<file path="src/rtl/brcc_pkg.sv">
package brcc_pkg;
  localparam int FLAG_W = 4;
  localparam int FLAG_N = 3;
  localparam int FLAG_Z = 2;
  localparam int FLAG_V = 1;
  localparam int FLAG_C = 0;

  typedef struct packed {
    logic       isBranch;
    logic       condGroup;   // 0: high byte 0x0X, 1: high byte 0x8X
    logic [2:0] condCode;
    logic       isCcop;
    logic       ccSet;
    logic [3:0] ccMask;
    logic       isSpl;
    logic       unknown;
  } ctrlStrobes_t;
endpackage

</file>
<file path="src/rtl/brcc_decode.sv">
module brcc_decode
  import brcc_pkg::*;
(
  input  logic [15:0]  instr,
  output ctrlStrobes_t strobes
);
  logic [7:0] hiByte;
  logic       brLow, brHigh, ccHit, splHit;

  assign hiByte = instr[15:8];
  assign brLow  = (hiByte[7:3] == 5'b00000) && (hiByte[2:0] != 3'd0);
  assign brHigh = (hiByte[7:3] == 5'b10000);
  assign ccHit  = (instr[15:5] == 11'b00000000101);
  assign splHit = (instr[15:3] == 13'b0000000010011);

  always_comb begin
    strobes           = '0;
    strobes.isBranch  = brLow | brHigh;
    strobes.condGroup = hiByte[7];
    strobes.condCode  = hiByte[2:0];
    strobes.isCcop    = ccHit;
    strobes.ccSet     = instr[4];
    strobes.ccMask    = instr[3:0];
    strobes.isSpl     = splHit;
    strobes.unknown   = !(brLow | brHigh | ccHit | splHit);
  end
endmodule

</file>
<file path="src/rtl/brcc_datapath.sv">
module brcc_datapath
  import brcc_pkg::*;
#(
  parameter int PC_W = 16
) (
  input  ctrlStrobes_t      strobes,
  input  logic [7:0]        offset,
  input  logic [2:0]        levelIn,
  input  logic [PC_W-1:0]   pcIn,
  input  logic [FLAG_W-1:0] flagsIn,
  output logic              takenNext,
  output logic [PC_W-1:0]   targetNext,
  output logic [FLAG_W-1:0] flagsNext,
  output logic              prioWeNext,
  output logic [2:0]        prioLevelNext,
  output logic              unhandledNext
);
  localparam int EXT_W = PC_W - 9;

  logic n, z, v, c, nxv, condMet;
  logic [PC_W-1:0] stepBytes;

  assign n   = flagsIn[FLAG_N];
  assign z   = flagsIn[FLAG_Z];
  assign v   = flagsIn[FLAG_V];
  assign c   = flagsIn[FLAG_C];
  assign nxv = n ^ v;

  always_comb begin
    condMet = 1'b0;
    if (!strobes.condGroup) begin
      unique case (strobes.condCode)
        3'd1:    condMet = 1'b1;
        3'd2:    condMet = !z;
        3'd3:    condMet = z;
        3'd4:    condMet = !nxv;
        3'd5:    condMet = nxv;
        3'd6:    condMet = !(nxv | z);
        3'd7:    condMet = nxv | z;
        default: condMet = 1'b0;
      endcase
    end else begin
      unique case (strobes.condCode)
        3'd0: condMet = !n;
        3'd1: condMet = n;
        3'd2: condMet = !c && !z;
        3'd3: condMet = c | z;
        3'd4: condMet = !v;
        3'd5: condMet = v;
        3'd6: condMet = !c;
        3'd7: condMet = c;
      endcase
    end
  end

  assign stepBytes  = {{EXT_W{offset[7]}}, offset, 1'b0};
  assign takenNext  = strobes.isBranch && condMet;
  assign targetNext = takenNext ? (pcIn + stepBytes) : pcIn;

  always_comb begin
    flagsNext = flagsIn;
    if (strobes.isCcop) begin
      if (strobes.ccSet) flagsNext = flagsIn | strobes.ccMask;
      else               flagsNext = flagsIn & ~strobes.ccMask;
    end
  end

  assign prioWeNext    = strobes.isSpl;
  assign prioLevelNext = strobes.isSpl ? levelIn : 3'd0;
  assign unhandledNext = strobes.unknown;
endmodule

</file>
<file path="src/rtl/branch_cc_unit.sv">
module branch_cc_unit
  import brcc_pkg::*;
#(
  parameter int PC_W = 16
) (
  input  logic              clk,
  input  logic              rst_n,
  input  logic              inValid,
  input  logic [15:0]       instr,
  input  logic [PC_W-1:0]   pcIn,
  input  logic [FLAG_W-1:0] flagsIn,
  output logic              outValid,
  output logic              taken,
  output logic [PC_W-1:0]   targetPc,
  output logic [FLAG_W-1:0] flagsOut,
  output logic              prioWe,
  output logic [2:0]        prioLevel,
  output logic              unhandled
);
  ctrlStrobes_t      strobes;
  logic              takenNext, prioWeNext, unhandledNext;
  logic [PC_W-1:0]   targetNext;
  logic [FLAG_W-1:0] flagsNext;
  logic [2:0]        prioLevelNext;

  brcc_decode decode_i (
    .instr   (instr),
    .strobes (strobes)
  );

  brcc_datapath #(.PC_W(PC_W)) datapath_i (
    .strobes       (strobes),
    .offset        (instr[7:0]),
    .levelIn       (instr[2:0]),
    .pcIn          (pcIn),
    .flagsIn       (flagsIn),
    .takenNext     (takenNext),
    .targetNext    (targetNext),
    .flagsNext     (flagsNext),
    .prioWeNext    (prioWeNext),
    .prioLevelNext (prioLevelNext),
    .unhandledNext (unhandledNext)
  );

  always_ff @(posedge clk) begin
    if (!rst_n) begin
      outValid  <= 1'b0;
      taken     <= 1'b0;
      targetPc  <= '0;
      flagsOut  <= '0;
      prioWe    <= 1'b0;
      prioLevel <= 3'd0;
      unhandled <= 1'b0;
    end else begin
      outValid <= inValid;
      if (inValid) begin
        taken     <= takenNext;
        targetPc  <= targetNext;
        flagsOut  <= flagsNext;
        prioWe    <= prioWeNext;
        prioLevel <= prioLevelNext;
        unhandled <= unhandledNext;
      end else begin
        taken     <= 1'b0;
        prioWe    <= 1'b0;
        prioLevel <= 3'd0;
        unhandled <= 1'b0;
      end
    end
  end
endmodule

</file>
<file path="config.mk">
export PLATFORM = sky130hd
export DESIGN_NAME = branch_cc_unit
export DESIGN_NICKNAME = d
export VERILOG_FILES = /design/src/rtl/brcc_pkg.sv /design/src/rtl/brcc_decode.sv /design/src/rtl/brcc_datapath.sv /design/src/rtl/branch_cc_unit.sv
export SDC_FILE = /design/constraint.sdc
export NUM_CORES = 1
export LEC_CHECK = 0
export BUFFER_PORTS_ARGS = -buffer_cell sky130_fd_sc_hd__buf_4
export CAP_MARGIN = 15
export CORE_MARGIN = 3
export CORE_UTILIZATION = 46
export DETAILED_ROUTE_END_ITERATION = 8
export PLACE_DENSITY = 0.88
export SYNTH_ARGS = -nofsm -noshare
export SYNTH_HDL_FRONTEND = slang
export SYNTH_SLANG_ARGS = --single-unit
</file>
<file path="constraint.sdc">
create_clock -name clk -period 1.9 [get_ports clk]
set_input_delay 0.19 -clock clk [delete_from_list [all_inputs] [get_ports clk]]
set_output_delay 0.19 -clock clk [all_outputs]
set_load 0.005 [all_outputs]
</file>
==> Word level (Yosys, flattened, before mapping) <==
Index checks and enable logic that the tools add are counted.
{ "classes": {"add_sub_neg": 1, "n_eq_ne": 10, "muxes": 6, "bitwise_logic": 9, "n_reduce_logical": 15} }
{ "ops": {"columns": ["op", "count"], "rows": [
  ["adder 16 bit", 1],
  ["two-way mux 16 bit", 1],
  ["equality test 13 x 5 -> 1 bit, second input constant", 1],
  ["equality test 3 bit, second input constant", 4],
  ["equality test 11 x 3 -> 1 bit, second input constant", 1],
  ["two-way mux 4 bit", 2],
  ["case mux 1 bit (8 select lines)", 1],
  ["zero test 1 bit", 7],
  ["case mux 1 bit (7 select lines)", 1],
  ["equality test 3 x 2 -> 1 bit, second input constant", 2],
  ["equality test 5 bit, second input constant", 1],
  ["zero test 5 bit", 1],
  ["bitwise OR 1 bit", 5],
  ["bitwise AND 4 bit", 1],
  ["NOT 4 bit", 1],
  ["bitwise OR 4 bit", 1],
  ["equality test 3 x 1 -> 1 bit, second input constant", 1],
  ["logical AND 1 bit", 3],
  ["zero test 3 bit", 1],
  ["AND reduction 3 bit", 1],
  ["nonzero test 3 bit", 1],
  ["AND reduction 2 bit", 1],
  ["two-way mux 1 bit", 1],
  ["bitwise XOR 1 bit", 1]
]} }
{ "totals": {"ff_bits": 27, "input_bits": 39, "out_inout_bits": 27, "elab_cells": 48} }

==> Longest topological paths before layout <==
{ "depth": {"depth_word": 7, "mapped_depth": 9, "ltp_nobuf": 9} }

==> Cells and area by module <==
A second synthesis with hierarchy kept.
{ "hier_totals": {"hier_cells": 244, "area_unflattened_um2": 2220.9} }
{ "by_module_without_submodules": {"columns": ["mod", "n_inst", "cells_per_inst", "area_per_inst_um2", "seq_area_each_um2"], "rows": [
  ["brcc_datapath", 1, 142, 1077.3, 0.0],
  ["branch_cc_unit", 1, 79, 959.7, 540.5],
  ["brcc_decode", 1, 23, 183.9, 0.0]
]} }

==> Worst setup path after synthesis <==
OpenSTA, ideal clock, no wires.
{ "synth_timing": {"path_type": "input-to-reg", "start": "input port instr[0]", "end": "register targetPc[13]", "setup_time_ns": 0.091, "t_arrival_ns": 1.796, "required_time_ns": 1.809, "path_slack_ns": 0.013, "cell_stages": 9, "n_path_buf": 0, "path_cell_list": "ha_1 inv_1 fa_1 nor2b_1 o31ai_1 a211oi_1 nor3_1 xor2_1 a311oi_1"} }
{ "synth_between": {"elab_chain_len": 2} }
{ "synth_rtl": {"columns": ["item", "line_no", "source"], "rows": [
  ["from (decl)", "branch_cc_unit.sv:9", "input logic [15:0] instr,"],
  ["adder 16 bit", "brcc_datapath.sv:58", "assign targetNext = takenNext ? (pcIn + stepBytes) : pcIn;"],
  ["two-way mux 16 bit", "brcc_datapath.sv:58", null],
  ["to (signal assigned)", "branch_cc_unit.sv:58", "targetPc <= targetNext;"],
  ["to (decl)", "branch_cc_unit.sv:14", "output logic [PC_W-1:0] targetPc,"]
]} }
No other way between the ends.
A chain may end at the register's enable or synchronous reset.

==> Worst setup path after layout <==
Ends and elaborated chain as after synthesis.

==> summary.md <==
The run finished with clean final reports. The tools report the overall routed net length as 6.79 mm. For the clock tree skew after final layout, the log shows 0 ps. In this run, distinct cell masters in the synthesized netlist total 52. At the pin with the least slew margin, the transition time is 403 ps.

The routed layout has 2488 vias. The worst setup path is launched from a primary input. The width of the die was 72.5 µm. Once placement finished, the instance area stood at 2760 µm². Among all stages on the critical path, the largest delay is contributed by sky130_fd_sc_hd__fa_2. The cell type with the largest total area after synthesis is sky130_fd_sc_hd__dfxtp_1. The critical path goes through buf_4 > ha_4 > inv_1 > fa_2 > nor2b_4 > o31ai_2 > a211oi_2 > nor3_1 > xor2_1 > a311oi_1. In the final routed layout, each cell accounts on average for 17.2 µm.

The final number of hold-violating endpoints is 0, and the maximum fanout along the worst path is 3. The power per standard cell area was 536 nW/µm²; the layout overhead on the synthesized area was 40.2%. Summed over all failing endpoints, the final setup total negative slack is 0 ps. Entering global routing, the biggest net connects 25 pins. The run gives 4140 µm² as the core footprint.

Summed over all layers, the global routing overflow is 0. The remaining number of nets flagged by the antenna check after routing is 0. The hold buffer count at cts was 0; the detailed-routing iteration count for the pre-antenna-repair pass was 5.

Clock-pin slew was measured on the worst setup and hold paths at 100 ps. The cell depth of the worst setup path came out at 10. Summing the sequential cell areas from Yosys gives 26.6% of the chip area. Of the cells placed in the final design, the portion with a size suffix greater than 1 is 33.0%. Dominant register cell in the synthesized netlist: sky130_fd_sc_hd__dfxtp_1.

The data required time of the critical path came out at 2090 ps. Buffers added to address setup during post-CTS repair amount to 0. The worst setup path is of the primary input to flop kind. Across the VDD grid, the largest voltage drop is 336 µV. After floorplanning, the core was divided into 23 placement rows.

The number of flops mapped to enable cells by yosys is 0. The worst hold path begins at pcIn[0]. The clock insertion delay at the later pin of the skew report came out at 270 ps.

By count the netlist is led by sky130_fd_sc_hd__dfxtp_1, sky130_fd_sc_hd__a21oi_1, sky130_fd_sc_hd__nand2_1, sky130_fd_sc_hd__o21ai_0, sky130_fd_sc_hd__nand3_1. Counting tap cells, the placed design contains a total of 391 instances. The logs give 2391 for the via count of the first global-routing pass and 2020 ps for the arrival time at the worst endpoint. Type of destination of the critical path: a flop. The cell family contributing the most delay on the critical path is compound AO/OA/AOI/OAI gates. The detailed router finished its first iteration with 225 violations. Total power for the finished layout comes to 1.53 mW. The HPWL after detailed placement is 5.14 mm. The flip-flop and latch count after synthesis came out at 27. Yosys attributes the largest share of cell area to sky130_fd_sc_hd__dfxtp_1, sky130_fd_sc_hd__ha_1, sky130_fd_sc_hd__a21oi_1, sky130_fd_sc_hd__o21ai_0, sky130_fd_sc_hd__nand3_1. The worst hold path was traced through 3 stages.

TritonCTS built the clock tree. The die is 72.5 µm tall. The tools report the normalized max-slew margin as 73.0%. Cell chosen for the clock root: sky130_fd_sc_hd__clkbuf_8. I/O pin count: 66.

The time the worst path needs with I/O delays and setup was 1830 ps. Setup repair after global routing left no endpoint under its margin. The highest clock rate is 546 MHz, and the share of the synthesized area in the top cell type is 26.6%.

The delay contributed by the slowest stage of the critical path was 400 ps; the clock sink count was 27. The final weighted congestion in routability-driven placement came out at 0.896. The number of buffers created by CTS is 3, and the first-pass GRT wire length is 11.0 mm. In the routed layout, each cell is associated on average with a via count of 6.30. The tools report the antenna diode instance count as 0.

Of all flip-flops after synthesis, the portion carrying an async set or reset was 0%. For the final net count, the log shows 400. The cell area that synthesis handed to floorplanning was 2030 µm².

The total number of yosys warnings is 0, and the number of standard cells in the layout, taps in and fillers out is 395. The most critical setup path has its startpoint at instr[0]. The dominant cell by count in the synthesized netlist is sky130_fd_sc_hd__dfxtp_1. Summed over all cells, the static leakage comes to 1.30 nW. For this run, design rule violations remaining after detail routing come to 0. The worst register-to-register path begins at targetPc[15]. The logs give 49.0% for the initial cell density of the core and 0 for the total of max-cap violations.

Final hold analysis gives a worst-case slack of 155 ps. The number of nets handed over by synthesis was 310. Setup violations remaining at the end of the flow were counted as 0. Measured in cells, the most critical reg-to-reg path has a length of 3. The average instance area after synthesis was 7.94 µm²; the number of port buffers was 65. The logs give 2 for the number of buffers on the longest clock path and 256 for the gate count after technology mapping. For the total count of max-transition violations in the final report, the log shows 0.

The number of antenna violations at the first check in global routing was 0. The H-tree level count is 1, and the number of buffers and inverters on the critical path is 2. In this run the worst hold path is classified as primary input to flop. The die covers 5250 µm². The worst path uses 96.3% of the clock period.

The total routing usage reported by global routing was 25.9%; the cell area after layout was 2850 µm².
-- worst register-to-register path, delay by kind of cell (launching register included) --
kind,cells,cell delay (ps)
DFF,1,340
AOI/OAI and AO/OA,2,280
and+or+nand+nor,1,130
-- stage by stage --
step,utilization (%),setup WS (ps)
after CTS,67.8,35.4
after global placement,66.6,-185
final,68.8,70.1
after global routing,68.8,11.1
after detailed placement,66.6,-338
after floorplan,-,13.2
-- kinds of logic (layout without fill, tap and decap cells) --
| logic type | Yosys count | in the layout | synth area share (%) |
|---|---|---|---|
| AOI/OAI and AO/OA | 95 | 95 | 31.0 |
| xor gates and xnor gates | 8 | 8 | 3.45 |
| adders and majority gates | 15 | 15 | 9.61 |
| buffers and inverters | 23 | 112 | 4.80 |
| DFF | 27 | 27 | 26.6 |
| muxes | 1 | 1 | 0.493 |
| and+or+nand+nor | 87 | 87 | 24.0 |
-- routing by layer --
| layer | GRT usage, % | vias up | share of wire (%) |
|---|---|---|---|
| met1 | 31.6 | 1155 | 41 |
| li1 | - | 1154 | - |
| met5 | 0 | - | 0 |
| met2 | 46.4 | 148 | 48 |
| met4 | 9.22 | 0 | 3.4 |
| met3 | 3.05 | 31 | 7.4 |
-- path summary, 6_finish.rpt --
path,slack [ps],end
worst max register to register,1040,targetPc[15]
worst max-delay path,70,targetPc[13]
worst min-delay path,160,targetPc[0]
worst min register to register,490,flagsOut[2]
-- final cells by class --
type,instances,area [µm²]
clock buffers,4,45.0
inverters,13,48.8
multi-input cells,206,1440
well taps,50,62.6
fillers,313,1290
repair buffers,95,713
flip-flops and latches,27,541
-- report_power, final --
part / internal [mW] / switching (mW)
sequential: 0.598 / 0.0168
combinational: 0.280 / 0.294
clock: 0.150 / 0.187
total: 1.03 / 0.498
-- sequential cells by signal, summed over array words and instances (netlist names) --
register / flops
targetPc: 16
unhandled: 1
taken: 1
prioWe: 1
outValid: 1
prioLevel: 3
flagsOut: 4
-- what timing repair did --
action / CTS / global route
endpoints found under the setup margin: 2 / 4
endpoints found under the hold margin: 0 / 0
gates resized for setup: 1 / 8
cloned: 0 / 0
pin swaps: 0 / 5
-- placed cells by master, fill, tap and decap left out, types with 2 or more instances in the layout --
cell	instances
sky130_fd_sc_hd__buf_4	95
sky130_fd_sc_hd__or4_1	3
sky130_fd_sc_hd__a31oi_1	6
sky130_fd_sc_hd__clkbuf_8	3
sky130_fd_sc_hd__o21a_1	2
sky130_fd_sc_hd__dfxtp_1	27
sky130_fd_sc_hd__xnor2_1	4
sky130_fd_sc_hd__a41oi_1	2
sky130_fd_sc_hd__nand3_1	18
sky130_fd_sc_hd__a211oi_2	2
sky130_fd_sc_hd__nor3_1	4
sky130_fd_sc_hd__nand4_1	3
sky130_fd_sc_hd__xor2_1	4
sky130_fd_sc_hd__nand3b_1	2
sky130_fd_sc_hd__nor2b_1	3
sky130_fd_sc_hd__ha_1	13
sky130_fd_sc_hd__a21oi_1	22
sky130_fd_sc_hd__a311oi_1	5
sky130_fd_sc_hd__o21ai_0	20
sky130_fd_sc_hd__or3_1	3
sky130_fd_sc_hd__nor4_1	5
sky130_fd_sc_hd__o31a_1	2
sky130_fd_sc_hd__inv_1	11
sky130_fd_sc_hd__a21o_1	9
sky130_fd_sc_hd__o21ai_1	4
sky130_fd_sc_hd__nor2_2	2
sky130_fd_sc_hd__o2111ai_1	2
sky130_fd_sc_hd__a211oi_1	6
sky130_fd_sc_hd__nand4b_1	2
sky130_fd_sc_hd__and2_1	2
sky130_fd_sc_hd__o211ai_1	4
sky130_fd_sc_hd__nor3b_1	2
sky130_fd_sc_hd__nor2_1	11
sky130_fd_sc_hd__nand2_1	20
Note: power is estimated with default switching activity, not from simulation.
